**src/rtl/cectl_pkg.sv**
```systemverilog
package cectl_pkg;
  localparam int REG_W     = 32;
  localparam int MODE_W    = 2;
  localparam int CHAIN_W   = 3;
  localparam int KMODE_W   = 2;
  localparam int SWAP_W    = 2;
  localparam int PHASE_W   = 2;
  localparam int PAD_W     = 4;

  localparam int EN_BIT    = 0;
  localparam int MODE_LSB  = 1;
  localparam int CHAIN_LSB = 3;
  localparam int KLEN_BIT  = 6;
  localparam int KMODE_LSB = 8;
  localparam int SWAP_LSB  = 10;
  localparam int PHASE_LSB = 12;
  localparam int PAD_LSB   = 16;
  localparam int DIN_BIT   = 20;
  localparam int DOUT_BIT  = 21;
  localparam int SRST_BIT  = 31;

  localparam logic [MODE_W-1:0]  OP_ENCRYPT  = 2'd0;
  localparam logic [MODE_W-1:0]  OP_KEYDERIV = 2'd1;
  localparam logic [MODE_W-1:0]  OP_DECRYPT  = 2'd2;
  localparam logic [MODE_W-1:0]  OP_RSVD     = 2'd3;
  localparam logic [CHAIN_W-1:0] CH_AUTH     = 3'd3;
  localparam logic [KMODE_W-1:0] KM_RSVD_A   = 2'd1;
  localparam logic [KMODE_W-1:0] KM_RSVD_B   = 2'd3;
  localparam logic [PHASE_W-1:0] PH_INIT     = 2'd0;

  typedef struct packed {
    logic               dma_out;
    logic               dma_in;
    logic [PAD_W-1:0]   pad;
    logic [PHASE_W-1:0] phase;
    logic [SWAP_W-1:0]  swap;
    logic [KMODE_W-1:0] kmode;
    logic               klong;
    logic [CHAIN_W-1:0] chain;
    logic [MODE_W-1:0]  mode;
  } cfg_t;

  function automatic logic [REG_W-1:0] pack_word(cfg_t c, logic en, logic srst);
    logic [REG_W-1:0] w;
    w = '0;
    w[EN_BIT]                       = en;
    w[MODE_LSB  +: MODE_W]          = c.mode;
    w[CHAIN_LSB +: CHAIN_W]         = c.chain;
    w[KLEN_BIT]                     = c.klong;
    w[KMODE_LSB +: KMODE_W]         = c.kmode;
    w[SWAP_LSB  +: SWAP_W]          = c.swap;
    w[PHASE_LSB +: PHASE_W]         = c.phase;
    w[PAD_LSB   +: PAD_W]           = c.pad;
    w[DIN_BIT]                      = c.dma_in;
    w[DOUT_BIT]                     = c.dma_out;
    w[SRST_BIT]                     = srst;
    return w;
  endfunction

  function automatic cfg_t unpack_word(logic [REG_W-1:0] w);
    cfg_t c;
    c.mode    = w[MODE_LSB  +: MODE_W];
    c.chain   = w[CHAIN_LSB +: CHAIN_W];
    c.klong   = w[KLEN_BIT];
    c.kmode   = w[KMODE_LSB +: KMODE_W];
    c.swap    = w[SWAP_LSB  +: SWAP_W];
    c.phase   = w[PHASE_LSB +: PHASE_W];
    c.pad     = w[PAD_LSB   +: PAD_W];
    c.dma_in  = w[DIN_BIT];
    c.dma_out = w[DOUT_BIT];
    return c;
  endfunction
endpackage

```
**src/rtl/cectl_field_guard.sv**
```systemverilog
module cectl_field_guard
  import cectl_pkg::*;
(
  input  logic wr_hit,
  input  logic wr_en_bit,
  input  cfg_t wr_cfg,
  input  logic eng_busy,
  input  logic en_q,
  input  cfg_t cfg_q,
  output cfg_t cfg_d
);
  logic locked;

  // Protected fields freeze while busy, or while enable stays set across the write.
  assign locked = eng_busy | (en_q & wr_en_bit);

  always_comb begin
    cfg_d = cfg_q;
    if (wr_hit) begin
      cfg_d.phase   = wr_cfg.phase;
      cfg_d.pad     = wr_cfg.pad;
      cfg_d.dma_in  = wr_cfg.dma_in;
      cfg_d.dma_out = wr_cfg.dma_out;
      if (!locked) begin
        cfg_d.mode  = wr_cfg.mode;
        cfg_d.chain = wr_cfg.chain;
        cfg_d.klong = wr_cfg.klong;
        cfg_d.kmode = wr_cfg.kmode;
        cfg_d.swap  = wr_cfg.swap;
      end
    end
  end
endmodule

```
**src/rtl/cectl_enable_ctl.sv**
```systemverilog
module cectl_enable_ctl
  import cectl_pkg::*;
(
  input  logic               wr_hit,
  input  logic               wr_en_bit,
  input  logic               key_valid,
  input  logic               keyprep_done,
  input  logic               initph_done,
  input  logic [MODE_W-1:0]  mode,
  input  logic [CHAIN_W-1:0] chain,
  input  logic [PHASE_W-1:0] phase,
  input  logic               en_q,
  output logic               en_d
);
  logic hw_clear;

  assign hw_clear = (keyprep_done && mode == OP_KEYDERIV) ||
                    (initph_done && chain == CH_AUTH && phase == PH_INIT);

  always_comb begin
    en_d = en_q;
    if (wr_hit) en_d = wr_en_bit ? (en_q | key_valid) : 1'b0;
    if (hw_clear) en_d = 1'b0;
  end
endmodule

```
**src/rtl/cectl_dma_gate.sv**
```systemverilog
module cectl_dma_gate
  import cectl_pkg::*;
#(
  parameter int NUM_CH = 2
) (
  input  logic              clk,
  input  logic              rst,
  input  logic [MODE_W-1:0] mode,
  input  logic [NUM_CH-1:0] chan_en,
  input  logic [NUM_CH-1:0] eng_req,
  output logic [NUM_CH-1:0] req_out
);
  logic mode_ok;

  assign mode_ok = (mode == OP_ENCRYPT) || (mode == OP_DECRYPT);

  for (genvar i = 0; i < NUM_CH; i++) begin : g_ch
    always_ff @(posedge clk) begin
      if (rst) req_out[i] <= 1'b0;
      else     req_out[i] <= eng_req[i] & chan_en[i] & mode_ok;
    end
  end
endmodule

```
**src/rtl/cipher_ctl_regs.sv**
```systemverilog
module cipher_ctl_regs
  import cectl_pkg::*;
#(
  parameter int          ADDR_W    = 4,
  parameter logic [ADDR_W-1:0] CTRL_ADDR = '0
) (
  input  logic                clk,
  input  logic                rst,
  input  logic                wr_en,
  input  logic [ADDR_W-1:0]   addr,
  input  logic [REG_W-1:0]    wdata,
  output logic [REG_W-1:0]    rdata,
  input  logic                eng_busy,
  input  logic                key_valid,
  input  logic                keyprep_done,
  input  logic                initph_done,
  input  logic [1:0]          eng_dma_req,
  output logic [1:0]          dma_req,
  output logic                enable,
  output logic [MODE_W-1:0]   op_mode,
  output logic [CHAIN_W-1:0]  chain_mode,
  output logic                key_long,
  output logic [KMODE_W-1:0]  key_mode,
  output logic [SWAP_W-1:0]   swap_sel,
  output logic [PHASE_W-1:0]  auth_phase,
  output logic [PAD_W-1:0]    pad_bytes,
  output logic                soft_rst,
  output logic                config_error
);
  localparam int DMA_CH = 2;

  cfg_t cfg_q, cfg_d, wr_cfg;
  logic en_q, en_d, srst_q, srst_d, wr_hit, sel_hit;
  logic [REG_W-1:0] rdata_q;

  assign sel_hit = (addr == CTRL_ADDR);
  assign wr_hit  = wr_en & sel_hit;
  assign wr_cfg  = unpack_word(wdata);
  assign srst_d  = wr_hit ? wdata[SRST_BIT] : srst_q;

  cectl_field_guard u_guard (
    .wr_hit    (wr_hit),
    .wr_en_bit (wdata[EN_BIT]),
    .wr_cfg    (wr_cfg),
    .eng_busy  (eng_busy),
    .en_q      (en_q),
    .cfg_q     (cfg_q),
    .cfg_d     (cfg_d)
  );

  cectl_enable_ctl u_en (
    .wr_hit       (wr_hit),
    .wr_en_bit    (wdata[EN_BIT]),
    .key_valid    (key_valid),
    .keyprep_done (keyprep_done),
    .initph_done  (initph_done),
    .mode         (cfg_q.mode),
    .chain        (cfg_q.chain),
    .phase        (cfg_q.phase),
    .en_q         (en_q),
    .en_d         (en_d)
  );

  always_ff @(posedge clk) begin
    if (rst) begin
      cfg_q  <= '0;
      en_q   <= 1'b0;
      srst_q <= 1'b0;
    end else if (srst_d) begin
      cfg_q  <= '0;
      en_q   <= 1'b0;
      srst_q <= 1'b1;
    end else begin
      cfg_q  <= cfg_d;
      en_q   <= en_d;
      srst_q <= 1'b0;
    end
  end

  always_ff @(posedge clk) begin
    if (rst)          rdata_q <= '0;
    else if (sel_hit) rdata_q <= pack_word(cfg_q, en_q, srst_q);
    else              rdata_q <= '0;
  end

  cectl_dma_gate #(.NUM_CH(DMA_CH)) u_dma (
    .clk     (clk),
    .rst     (rst),
    .mode    (cfg_q.mode),
    .chan_en ({cfg_q.dma_out, cfg_q.dma_in}),
    .eng_req (eng_dma_req),
    .req_out (dma_req)
  );

  assign rdata        = rdata_q;
  assign enable       = en_q;
  assign op_mode      = cfg_q.mode;
  assign chain_mode   = cfg_q.chain;
  assign key_long     = cfg_q.klong;
  assign key_mode     = cfg_q.kmode;
  assign swap_sel     = cfg_q.swap;
  assign pad_bytes    = cfg_q.pad;
  assign soft_rst     = srst_q;
  assign auth_phase   = (cfg_q.chain == CH_AUTH) ? cfg_q.phase : '0;
  assign config_error = (cfg_q.mode == OP_RSVD) || (cfg_q.chain > CH_AUTH) ||
                        (cfg_q.kmode == KM_RSVD_A) || (cfg_q.kmode == KM_RSVD_B);
endmodule

```
**config.mk**
```make
export PLATFORM = sky130hd
export DESIGN_NAME = cipher_ctl_regs
export DESIGN_NICKNAME = d
export VERILOG_FILES = /design/src/rtl/cectl_pkg.sv /design/src/rtl/cectl_field_guard.sv /design/src/rtl/cectl_enable_ctl.sv /design/src/rtl/cectl_dma_gate.sv /design/src/rtl/cipher_ctl_regs.sv
export SDC_FILE = /design/constraint.sdc
export NUM_CORES = 1
export LEC_CHECK = 0
export BUFFER_PORTS_ARGS = -buffer_cell sky130_fd_sc_hd__buf_4
export CORE_MARGIN = 2
export CORE_UTILIZATION = 30
export DETAILED_ROUTE_END_ITERATION = 8
export PLACE_DENSITY = 0.59
export SLEW_MARGIN = 20
export SYNTH_ARGS = -nofsm -noshare
export SYNTH_HDL_FRONTEND = slang
export SYNTH_SLANG_ARGS = --single-unit
```
**constraint.sdc**
```tcl
create_clock -name clk -period 1.7 [get_ports clk]
set_clock_uncertainty 0.05 [all_clocks]
set_input_delay 0.17 -clock clk [delete_from_list [all_inputs] [get_ports clk]]
set_output_delay 0.17 -clock clk [all_outputs]
set_load 0.01 [all_outputs]
```
==> metrics.md, run 1 <==
| Metric | Value |
|---|---|
| Run status | `finished, final reports clean` |
| Antenna violations before repair | `0` |
| Crit Path Max Fanout | `4` |
| CTS tree | `built` |
| Final nets | `288` |
| Top Layer Used | `met4` |
| First-pass GRT wire length | `~6100 microns` |
| Clock period minus worst slack | `about 1.5 ns` |
| Remaining antenna violation count after routing | `0` |
| DP Wirelength | `roughly 2800 microns` |
| Vias per std cell | `4.14` |
| Unrepaired setup endpoints after global routing | `false` |
| Pin count of the biggest net entering global routing | `14` |
| Worst hold slack | `~0.065 ns` |
| Leak | `~1 nW` |
| Count leader, synth | `dfxtp_1` |
| Top FF cell, synth | `dfxtp_1` |
| Sequential-to-total area share from yosys stat | `between 50% and 60%` |
| Startpoint types | `flop` |
| DRC viols | `0` |
| Worst r2r src | `enable` |
| Vias in the first global route | `1258` |
| Fin util | `43.3%` |
| Io pins | `slightly below 100` |
| Fmax achieved | `a little under 0.7 GHz` |
| Max stage delay cell, worst path | `dfxtp_1` |
| Post-synthesis async set-or-reset flop share | `0%` |
| EDFF count, synth | `0` |
| Max Buffers Root-to-Sink | `2` |
| Total routed wirelength | `3740 microns` |
| DRT met1 WL | `1630 microns` |
| Hold_sp | `eng_dma_req[0]` |
| Cell variety after synth | `21` |
| Critical path type | `reg -> out` |
| Die area | `6080 sq um` |
| Worst EP required | `~1.5 ns` |
| Dominant cell type by area after synthesis | `dfxtp_1` |
| Pre-antenna DRT Iters | `4` |
| Top cells by area, synth | `dfxtp_1, buf_4, and2_1, nand2_1, a21oi_2` |
| Initial detailed-routing violation count | `30` |
| Post-synth top area share | `51.2%` |
| DR vias | `between 1000 and 1500` |
| Gpl congestion | `roughly 0.76` |
| Yosys warns | `0` |
| CTS Sinks | `42` |
| Pre-CTS setup slack | `0.119 ns` |
| Crit share post-route | `85.5%` |
| Max Cap Violations | `0` |
| Port Buf Inserts | `73` |
| Worst-path cell chain | `nand2_1, nor2_1, and2_1, buf_4` |
| Final antenna diode count | `0` |
| Avg WL per Cell | `~12 microns` |
| Met3 wire len | `306 microns` |
| Setup ws final | `about 0.25 ns` |
| # rows | `26` |
| Synth Area per Inst | `between 9 and 10 sq um` |
| Yosys reg bits | `42` |
| Htree depth | `2` |
| Cells after synthesis | `174` |
| Synthesized cell area | `1640 sq um` |
| Setup TNS | `0 ns` |
| Largest stage delay, worst path | `0.38 ns` |
| Clock transition at path regs | `roughly 0.07 ns` |
| Final setup vio count | `0` |
| Pwr dens | `789 nW/um^2` |
| Hold Path Class | `in -> reg` |
| Worst Path Arrival | `1.23 ns` |
| Setup crit end kind | `output port` |
| Die width | `78.0 microns` |
| Layout area overhead | `37.3%` |
| Commonest cells post-synth | `dfxtp_1, nand2_1, buf_4, and2_1` |
| Layout cells sized above 1 | `between 40% and 50%` |
| Fillers | `around 530` |
| CP startpoint | `chain_mode[1]` |
| Num CTS Buffers | `5` |
| Final Hold Fails | `0` |
| CTS root buffer | `clkbuf_8` |
| Max VDD drop | `0.235 mV` |
| Clock Latency Late Sink | `just under 0.3 ns` |
| Core area | `approximately 5200 sq um` |
| Initial Util | `a little under a third` |
| Post-CTS setup buffers | `0` |
| Max-slew violation total from the final report | `0` |
| Gr usage total | `roughly an eighth` |
| Die height | `approximately 78 microns` |
| Met2 routed WL | `around 1700 microns` |
| Grt total ovfl | `0` |
==> per-stage QoR <==
step                      area, sq um  total power, mW  cells
after floorplan                  1680             1.09    185
after global placement           2150             1.14    305
after detailed placement         2150             1.15    305
after CTS                        2240             1.80    313
after global routing             2250             1.87    314
final                            2250             1.78    314
==> metal layers <==
metal,global-route usage [%],up-vias
met2,20.4,59
met1,16.4,571
met4,6.32,0
li1,-,662
met5,0,-
met3,3.37,7
==> cells by family after synthesis <==
| logic type | Yosys count | share of synthesized area (%) |
|---|---|---|
| AOI/OAI and AO/OA | 24 | 10.4 |
| buffers and inverters | 33 | 14.4 |
| DFF | 42 | 51.2 |
| other | 1 | 0.228 |
| and+or+nand+nor | 74 | 23.7 |
==> critical path: cells and delay by family, from the launching register on <==
| kind | cells | cell delay (ns) |
|---|---|---|
| buffers and inverters | 1 | 0.12 |
| and+or+nand+nor | 3 | 0.45 |
| DFF | 1 | 0.38 |
==> report_power, final <==
group          internal (mW)  total (mW)  leakage [nW]  switching (mW)
clock network          0.328       0.654        0.0482           0.326
registers              0.988       0.992         0.338         0.00394
logic                 0.0706       0.132         0.632          0.0615
total                   1.39        1.78          1.02           0.392
==> path summary, 6_finish.rpt <==
path | endpoint | slack, ns | cells after the start
worst max-delay path | auth_phase[0] | 0.25 | 4
worst min-delay path | u_dma.req_out[0] | 0.06 | 2
worst max register to register | chain_mode[2] | 0.41 | 4
worst min register to register | swap_sel[0] | 0.42 | 2
==> final cells by class <==
class                      count  area, sq um  share of cell area [%]
clock inverter                 1         5.00                   0.222
timing repair buffer          83          626                    27.7
multi-input combinational    110          606                    26.9
sequential                    42          841                    37.3
inverter                       1         3.75                   0.166
tap                           70         87.6                    3.88
clock buffer                   7         86.3                    3.83
==> cell usage in the layout (no fill, tap or decap), types with 2 or more instances in the layout <==
cell type,n
clkbuf_8,6
nand3_1,11
nor2_1,2
buf_4,82
nand2_1,29
and3_1,2
conb_1,12
and2_1,24
a21oi_2,10
a221o_1,2
dfxtp_1,42
a21oi_1,11
==> timing repair <==
item | 4_1_cts | 5_1_grt
endpoints found under the hold margin | 0 | 1
gates resized for setup | 0 | 0
hold buffers | 0 | 1
setup endpoints to repair | 0 | 0
==> state kept, by name, summed over array words and instances (netlist names) <==
register	count
swap_sel	2
key_long	1
u_dma.req_out	2
chain_mode	3
key_mode	2
rdata	20
cfg_q	4
op_mode	2
pad_bytes	4
enable	1
soft_rst	1
Power figures use the tool's default switching activity.
==> run 2: changes to the inputs <==
--- a/config.mk
+++ b/config.mk
@@ -6,11 +6,12 @@
 export NUM_CORES = 1
 export LEC_CHECK = 0
 export BUFFER_PORTS_ARGS = -buffer_cell sky130_fd_sc_hd__buf_4
+export CELL_PAD_IN_SITES_DETAIL_PLACEMENT = 1
+export CELL_PAD_IN_SITES_GLOBAL_PLACEMENT = 2
 export CORE_MARGIN = 2
-export CORE_UTILIZATION = 30
+export CORE_UTILIZATION = 23
 export DETAILED_ROUTE_END_ITERATION = 8
-export PLACE_DENSITY = 0.59
-export SLEW_MARGIN = 20
+export PLACE_DENSITY = 0.82
 export SYNTH_ARGS = -nofsm -noshare
 export SYNTH_HDL_FRONTEND = slang
 export SYNTH_SLANG_ARGS = --single-unit
==> run 2 against run 1 <==
Sequential cell count is the same. Register-to-register slack worse by 0.02 ns. Non-clock buffer count down 1. Global-route usage is 2.3 points lower. Sequential power about the same. First-iteration DRC count shrank 6.7%. Critical path depth stayed put. Final area up 1.7%. Sequential share of layout area shrank 0.63 points. Maximum frequency is 2.1% higher. Worst hold slack got worse by 0.051 ns. Combinational power about the same.
==> metrics.md, run 2 (same netlist as run 1, synthesis figures left out) <==
| Metric | Value |
|---|---|
| Initial detailed-routing violation count | `28 (-6.7%)` |
| Clock power share | `37.2% (+0.4 points)` |
| CTS root buffer | `clkbuf_8` |
| Layout cells sized above 1 | `42.0% (+0.58 points)` |
| Clock period minus worst slack | `1.42 ns (-0.0306 ns)` |
| DRT met1 WL | `1630 microns (+0.25%)` |
| Worst EP required | `1.48 ns (about the same)` |
| Htree depth | `2 (unchanged)` |
| Initial Util | `23.9% (-7.6 points)` |
| Core area | `6870 sq um (+32%)` |
| DRC viols | `0 (unchanged)` |
| Clock Latency Late Sink | `0.29 ns (about the same)` |
| Max-slew violation total from the final report | `0 (unchanged)` |
| DR vias | `1367 (+5.2%)` |
| Worst Path Arrival | `1.20 ns (-0.03 ns)` |
| Largest register FFs | `20 (unchanged)` |
| Antenna violations before repair | `0 (unchanged)` |
| Pre-antenna DRT Iters | `4 (unchanged)` |
| Die area | `7830 sq um (+29%)` |
| Crit share post-route | `83.7% (-1.8 points)` |
| Cts repair resizes | `0 (unchanged)` |
| Num CTS Buffers | `5 (unchanged)` |
| CTS tree | `built` |
| Vias in the first global route | `1275 (+1.4%)` |
| Fin util | `33.4% (-9.9 points)` |
| Non-filler instance count after layout | `339 (+8.0%)` |
| Placed cell count | `331 (+8.5%)` |
| DP Wirelength | `3090 microns (+8.8%)` |
| Startpoint types | `flop` |
| Top Layer Used | `met4` |
| Worst-path cell chain | `nand2_1, nor2_1, and2_1, buf_4` |
| Gr usage total | `10.7% (-2.3 points)` |
| Commonest non-fill, non-tap cell in the layout | `buf_4` |
| Crit Path Max Fanout | `4 (unchanged)` |
| Remaining antenna violation count after routing | `0 (unchanged)` |
| Setup ws final | `0.278 ns (+0.0306 ns)` |
| Total routed wirelength | `4110 microns (+10%)` |
| Pin count of the biggest net entering global routing | `20 (+6)` |
| CTS Sinks | `42 (unchanged)` |
| Seq pwr share | `55.4% (-0.4 points)` |
| Largest stage delay, worst path | `0.37 ns (about the same)` |
| Die width | `88.5 microns (+13%)` |
| Pint | `1.39 mW (about the same)` |
| Die height | `88.5 microns (+13%)` |
| Layout area overhead | `39.7%` |
| Post-CTS setup buffers | `0 (unchanged)` |
| Met3 wire len | `360 microns (+18%)` |
| CTS Hold Buffers Added | `0 (unchanged)` |
| Max VDD drop | `0.267 mV (+14%)` |
| Port Buf Inserts | `73 (unchanged)` |
| Max Cap Violations | `0 (unchanged)` |
| Unrepaired setup endpoints after global routing | `false` |
| Fmax achieved | `0.703 GHz (+2.1%)` |
| Sw Share | `22.6% (+0.57 points)` |
| # rows | `30 (+15%)` |
| Setup TNS | `0 ns (unchanged)` |
| Switch Pwr | `0.405 mW (+3.3%)` |
| Critical path type | `reg -> out` |
| First-pass GRT wire length | `6240 microns (+2.5%)` |
| Final Hold Fails | `0 (unchanged)` |
| Avg WL per Cell | `12.1 microns (+2.0%)` |
| Run status | `finished, final reports clean` |
| Clock transition at path regs | `0.08 ns (about the same)` |
| Grt total ovfl | `0 (unchanged)` |
| Commonest cells after routing, fill and taps aside | `buf_4, dfxtp_1, nand2_1` |
| Met2 routed WL | `2010 microns (+17%)` |
| Final nets | `287 (-0.35%)` |
| Worst hold slack | `0.0140 ns (-0.0510 ns)` |
| Hold Path Class | `in -> reg` |
| Gpl congestion | `0.767 (+1.5%)` |
| Final setup vio count | `0 (unchanged)` |
| Max Buffers Root-to-Sink | `2 (unchanged)` |
| Max stage delay cell, worst path | `dfxtp_1` |
| Comb power frac | `7.4% (about the same)` |
| Vias per std cell | `4.03 (-2.5%)` |
| Pwr dens | `781 nW/um^2 (-0.98%)` |
| Leak | `1.02 nW (about the same)` |
| Setup crit end kind | `output port` |
| WP buf/inv | `1 (unchanged)` |
| Io pins | `98 (unchanged)` |
| Pre-CTS setup slack | `0.104 ns (-0.0158 ns)` |
| Final antenna diode count | `0 (unchanged)` |
| CP delay by family, top | `simple AND/OR/NAND/NOR gates` |
[run 2: cell types whose count changed in the layout (fill, tap and decap cells not counted), sizes merged]
cell         previous run  this run
dlygate4sd3             1         0
clkbuf                  7         6
clkinvlp                0         1
[run 2: cell type report]
type	instances	area (sq um)
multi-input cells	110	606
flip-flops and latches	42	841
fillers	827	4580
clock inverters	2	12.5
repair buffers	82	628
clock buffers	6	82.6
inverters	1	3.75
well taps	96	120
[run 2: through the flow]
stage	total power, mW	area, sq um
5_1_grt	1.88	2290
6_report	1.79	2290
2_1_floorplan	1.09	1680
3_5_place_dp	1.15	2200
3_3_place_gp	1.15	2200
4_1_cts	1.82	2290
[run 2: power groups by stage]
stage / clock (mW) / sequential [mW] / combinational, mW
final: 0.666 / 0.992 / 0.133
after CTS: 0.697 / 0.992 / 0.136
after global placement: 0 / 1.01 / 0.135
after detailed placement: 0 / 1.02 / 0.136
after floorplan: 0 / 1.01 / 0.0750
after global routing: 0.739 / 0.993 / 0.147
[run 2: per-layer routing]
layer,track usage (%),vias to the layer above
li1,-,662
met1,12.5,644
met2,17.8,55
met3,3.08,6
met4,5.23,0
met5,0,-
[run 2: worst paths after layout]
| kind | start | endpoint | cells after the start | slack, ns |
|---|---|---|---|---|
| worst max-delay path | chain_mode[0] | auth_phase[0] | 4 | 0.28 |
| worst min-delay path | rst | soft_rst | 2 | 0.01 |
| worst max register to register | enable | chain_mode[2] | 4 | 0.39 |
| worst min register to register | pad_bytes[2] | pad_bytes[2] | 2 | 0.42 |
==> run 3: changes to the inputs <==
--- a/config.mk
+++ b/config.mk
@@ -9,9 +9,9 @@
 export CELL_PAD_IN_SITES_DETAIL_PLACEMENT = 1
 export CELL_PAD_IN_SITES_GLOBAL_PLACEMENT = 2
 export CORE_MARGIN = 2
-export CORE_UTILIZATION = 23
+export CORE_UTILIZATION = 21
 export DETAILED_ROUTE_END_ITERATION = 8
-export PLACE_DENSITY = 0.82
+export PLACE_DENSITY = 0.79
 export SYNTH_ARGS = -nofsm -noshare
 export SYNTH_HDL_FRONTEND = slang
 export SYNTH_SLANG_ARGS = --single-unit
==> constraint.sdc (replaced) <==
create_clock -name clk -period 1.2 [get_ports clk]
set_clock_uncertainty 0.05 [all_clocks]
set_input_delay 0.12 -clock clk [delete_from_list [all_inputs] [get_ports clk]]
set_output_delay 0.12 -clock clk [all_outputs]
set_load 0.01 [all_outputs]
==> run 3 against run 2 <==
The flow now finishes with violations (negative setup slack). Non-clock buffer count up 11. Critical endpoint is now config_error. Via count is 1.9% higher. Register-to-register slack worse by 0.32 ns. Critical path type unchanged.
==> metrics.md, run 3 (same netlist as run 1, synthesis figures left out) <==
| Metric | Value |
|---|---|
| WP buf/inv | `2 (+1)` |
| Htree depth | `2 (unchanged)` |
| Pre-CTS setup slack | `-0.302 ns (-0.406 ns)` |
| Largest stage delay, worst path | `0.34 ns (-0.03 ns)` |
| Worst Path Arrival | `1.13 ns (-0.07 ns)` |
| Grt total ovfl | `0 (unchanged)` |
| Gpl congestion | `0.708 (-7.7%)` |
| Layout cells sized above 1 | `51.0% (+9.0 points)` |
| Most frequent CP cell | `buf_6` |
| Die height | `92.4 microns (+4.4%)` |
| Setup ws final | `-0.100 ns (-0.378 ns)` |
| CTS root buffer | `clkbuf_8` |
| Run status | `finished, violations left` |
| Fmax achieved | `0.769 GHz` |
| # rows | `32 (+6.7%)` |
| Crit share post-route | `108%` |
| Clock transition at path regs | `0.08 ns (about the same)` |
| Largest register FFs | `20 (unchanged)` |
| Die area | `8540 sq um (+9.1%)` |
| Core area | `7650 sq um (+11%)` |
| Die width | `92.4 microns (+4.4%)` |
| DP Wirelength | `3360 microns (+8.7%)` |
| Avg WL per Cell | `12.5 microns (+2.7%)` |
| Critical path type | `reg -> out` |
| Startpoint types | `flop` |
| Violated checks | `negative setup slack` |
| Worst EP required | `1.03 ns (-0.45 ns)` |
| Hold-critical path depth | `2 (unchanged)` |
| Clock Latency Late Sink | `0.29 ns (about the same)` |
| R2R Path End | `chain_mode[0]` |
| Pre-antenna DRT Iters | `4 (unchanged)` |
| Remaining antenna violation count after routing | `0 (unchanged)` |
| Pin count of the biggest net entering global routing | `14 (-30%)` |
| Max VDD drop | `0.330 mV (+23%)` |
| Worst-path cell chain | `buf_6, a211o_1, buf_6` |
| Max Cap Violations | `0 (unchanged)` |
| Leak | `1.10 nW (+7.9%)` |
| CTS Sinks | `42 (unchanged)` |
| Max stage delay cell, worst path | `dfxtp_2` |
| Commonest cells after routing, fill and taps aside | `buf_4, dfxtp_1, nand2_1` |
| Non-filler instance count after layout | `355 (+4.7%)` |
| Setup crit end kind | `output port` |
| DR vias | `1393 (+1.9%)` |
| Final setup vio count | `3 (+3)` |
| Io pins | `98 (unchanged)` |
| Vias in the first global route | `1408 (+10%)` |
| Port Buf Inserts | `73 (unchanged)` |
| Worst R2R Path Depth | `5 (+1)` |
| Commonest non-fill, non-tap cell in the layout | `buf_4` |
| Crit Path Max Fanout | `2 (-2)` |
| Final nets | `298 (+3.8%)` |
| Pwr dens | `1100 nW/um^2 (+41%)` |
| WHS Endpoint | `u_dma.req_out[0]` |
| Num CTS Buffers | `5 (unchanged)` |
| Setup TNS | `-0.194 ns (-0.194 ns)` |
| Max-slew violation total from the final report | `0 (unchanged)` |
| CP delay by family, top | `flip-flops` |
| Hold Path Class | `in -> reg` |
| DRC viols | `0 (unchanged)` |
| Final antenna diode count | `0 (unchanged)` |
| Worst r2r src | `enable` |
| R2R setup slack | `0.07 ns (-0.32 ns)` |
| First-pass GRT wire length | `6840 microns (+9.5%)` |
| Max Buffers Root-to-Sink | `2 (unchanged)` |
| Total routed wirelength | `4430 microns (+7.6%)` |
| Unrepaired setup endpoints after global routing | `true` |
| Antenna violations before repair | `0 (unchanged)` |
| Vias per std cell | `3.92 (-2.7%)` |
| Gr usage total | `10.2% (-0.41 points)` |
| Hold_sp | `eng_dma_req[0]` |
| Layout area overhead | `52.7%` |
| Initial detailed-routing violation count | `46 (+64%)` |
| Final Hold Fails | `0 (unchanged)` |
| Placed cell count | `344 (+3.9%)` |
| CTS tree | `built` |
| Initial Util | `21.5% (-2.4 points)` |
| Clock period minus worst slack | `1.30 ns` |
run 3: changes by cell type in the layout (fill, tap and decap cells not counted), moves of 3 or more:
cell,change
dfxtp_1,-3
and2_4,+3
dfxtp_2,+3
a21oi_2,+7
a21oi_1,-8
and2_1,-3
buf_6,+11
run 3: metal layers:
metal	routed length, microns	global-route usage (%)	share of wire [%]
met4	78	4.48	1.8
met5	0	0	0
met2	2200	17.9	50
met3	320	2.69	7.2
met1	1830	11.7	41
run 3: what timing repair did:
action | CTS | global route
pin swaps | 4 | 3
hold buffers | 1 | 0
gates resized for setup | 13 | 18
endpoints found under the setup margin | 3 | 42
setup buffers | 3 | 0
endpoints found under the hold margin | 1 | 0
run 3: area by class of cell:
cell class                 count  area [sq um]
multi-input combinational    110           664
tap                          102           128
clock buffer                   6          82.6
sequential                    42           845
clock inverter                 1          30.0
fill                         895          5140
timing repair buffer          93           754
inverter                       1          3.75
run 3: power breakdown:
part	leakage (nW)	internal [mW]	switching, mW
logic	0.702	0.116	0.0989
clock network	0.0573	0.666	0.469
registers	0.340	1.40	0.00548
run 3: worst max path at each step:
stage,start,to,slack [ns],depth (start not counted)
floorplan,addr[0],chain_mode[2],-0.25,6
global placement,addr[0],rdata[20],-0.24,6
detailed placement,addr[0],chain_mode[0],-0.30,6
CTS,chain_mode[2],config_error,-0.1,3
global route,chain_mode[2],config_error,-0.13,3
finish,chain_mode[2],config_error,-0.10,3
run 3: through the flow:
step           utilization, %  total power, mW  cell area [sq um]  hold WS (ns)
2_1_floorplan               -             1.55               1690         0.139
3_3_place_gp             29.5             1.63               2260         0.269
3_5_place_dp             29.5             1.64               2260         0.269
4_1_cts                  31.9             2.78               2440      0.000300
5_1_grt                  32.8             2.87               2510        0.0132
6_report                 32.8             2.75               2510       0.00588
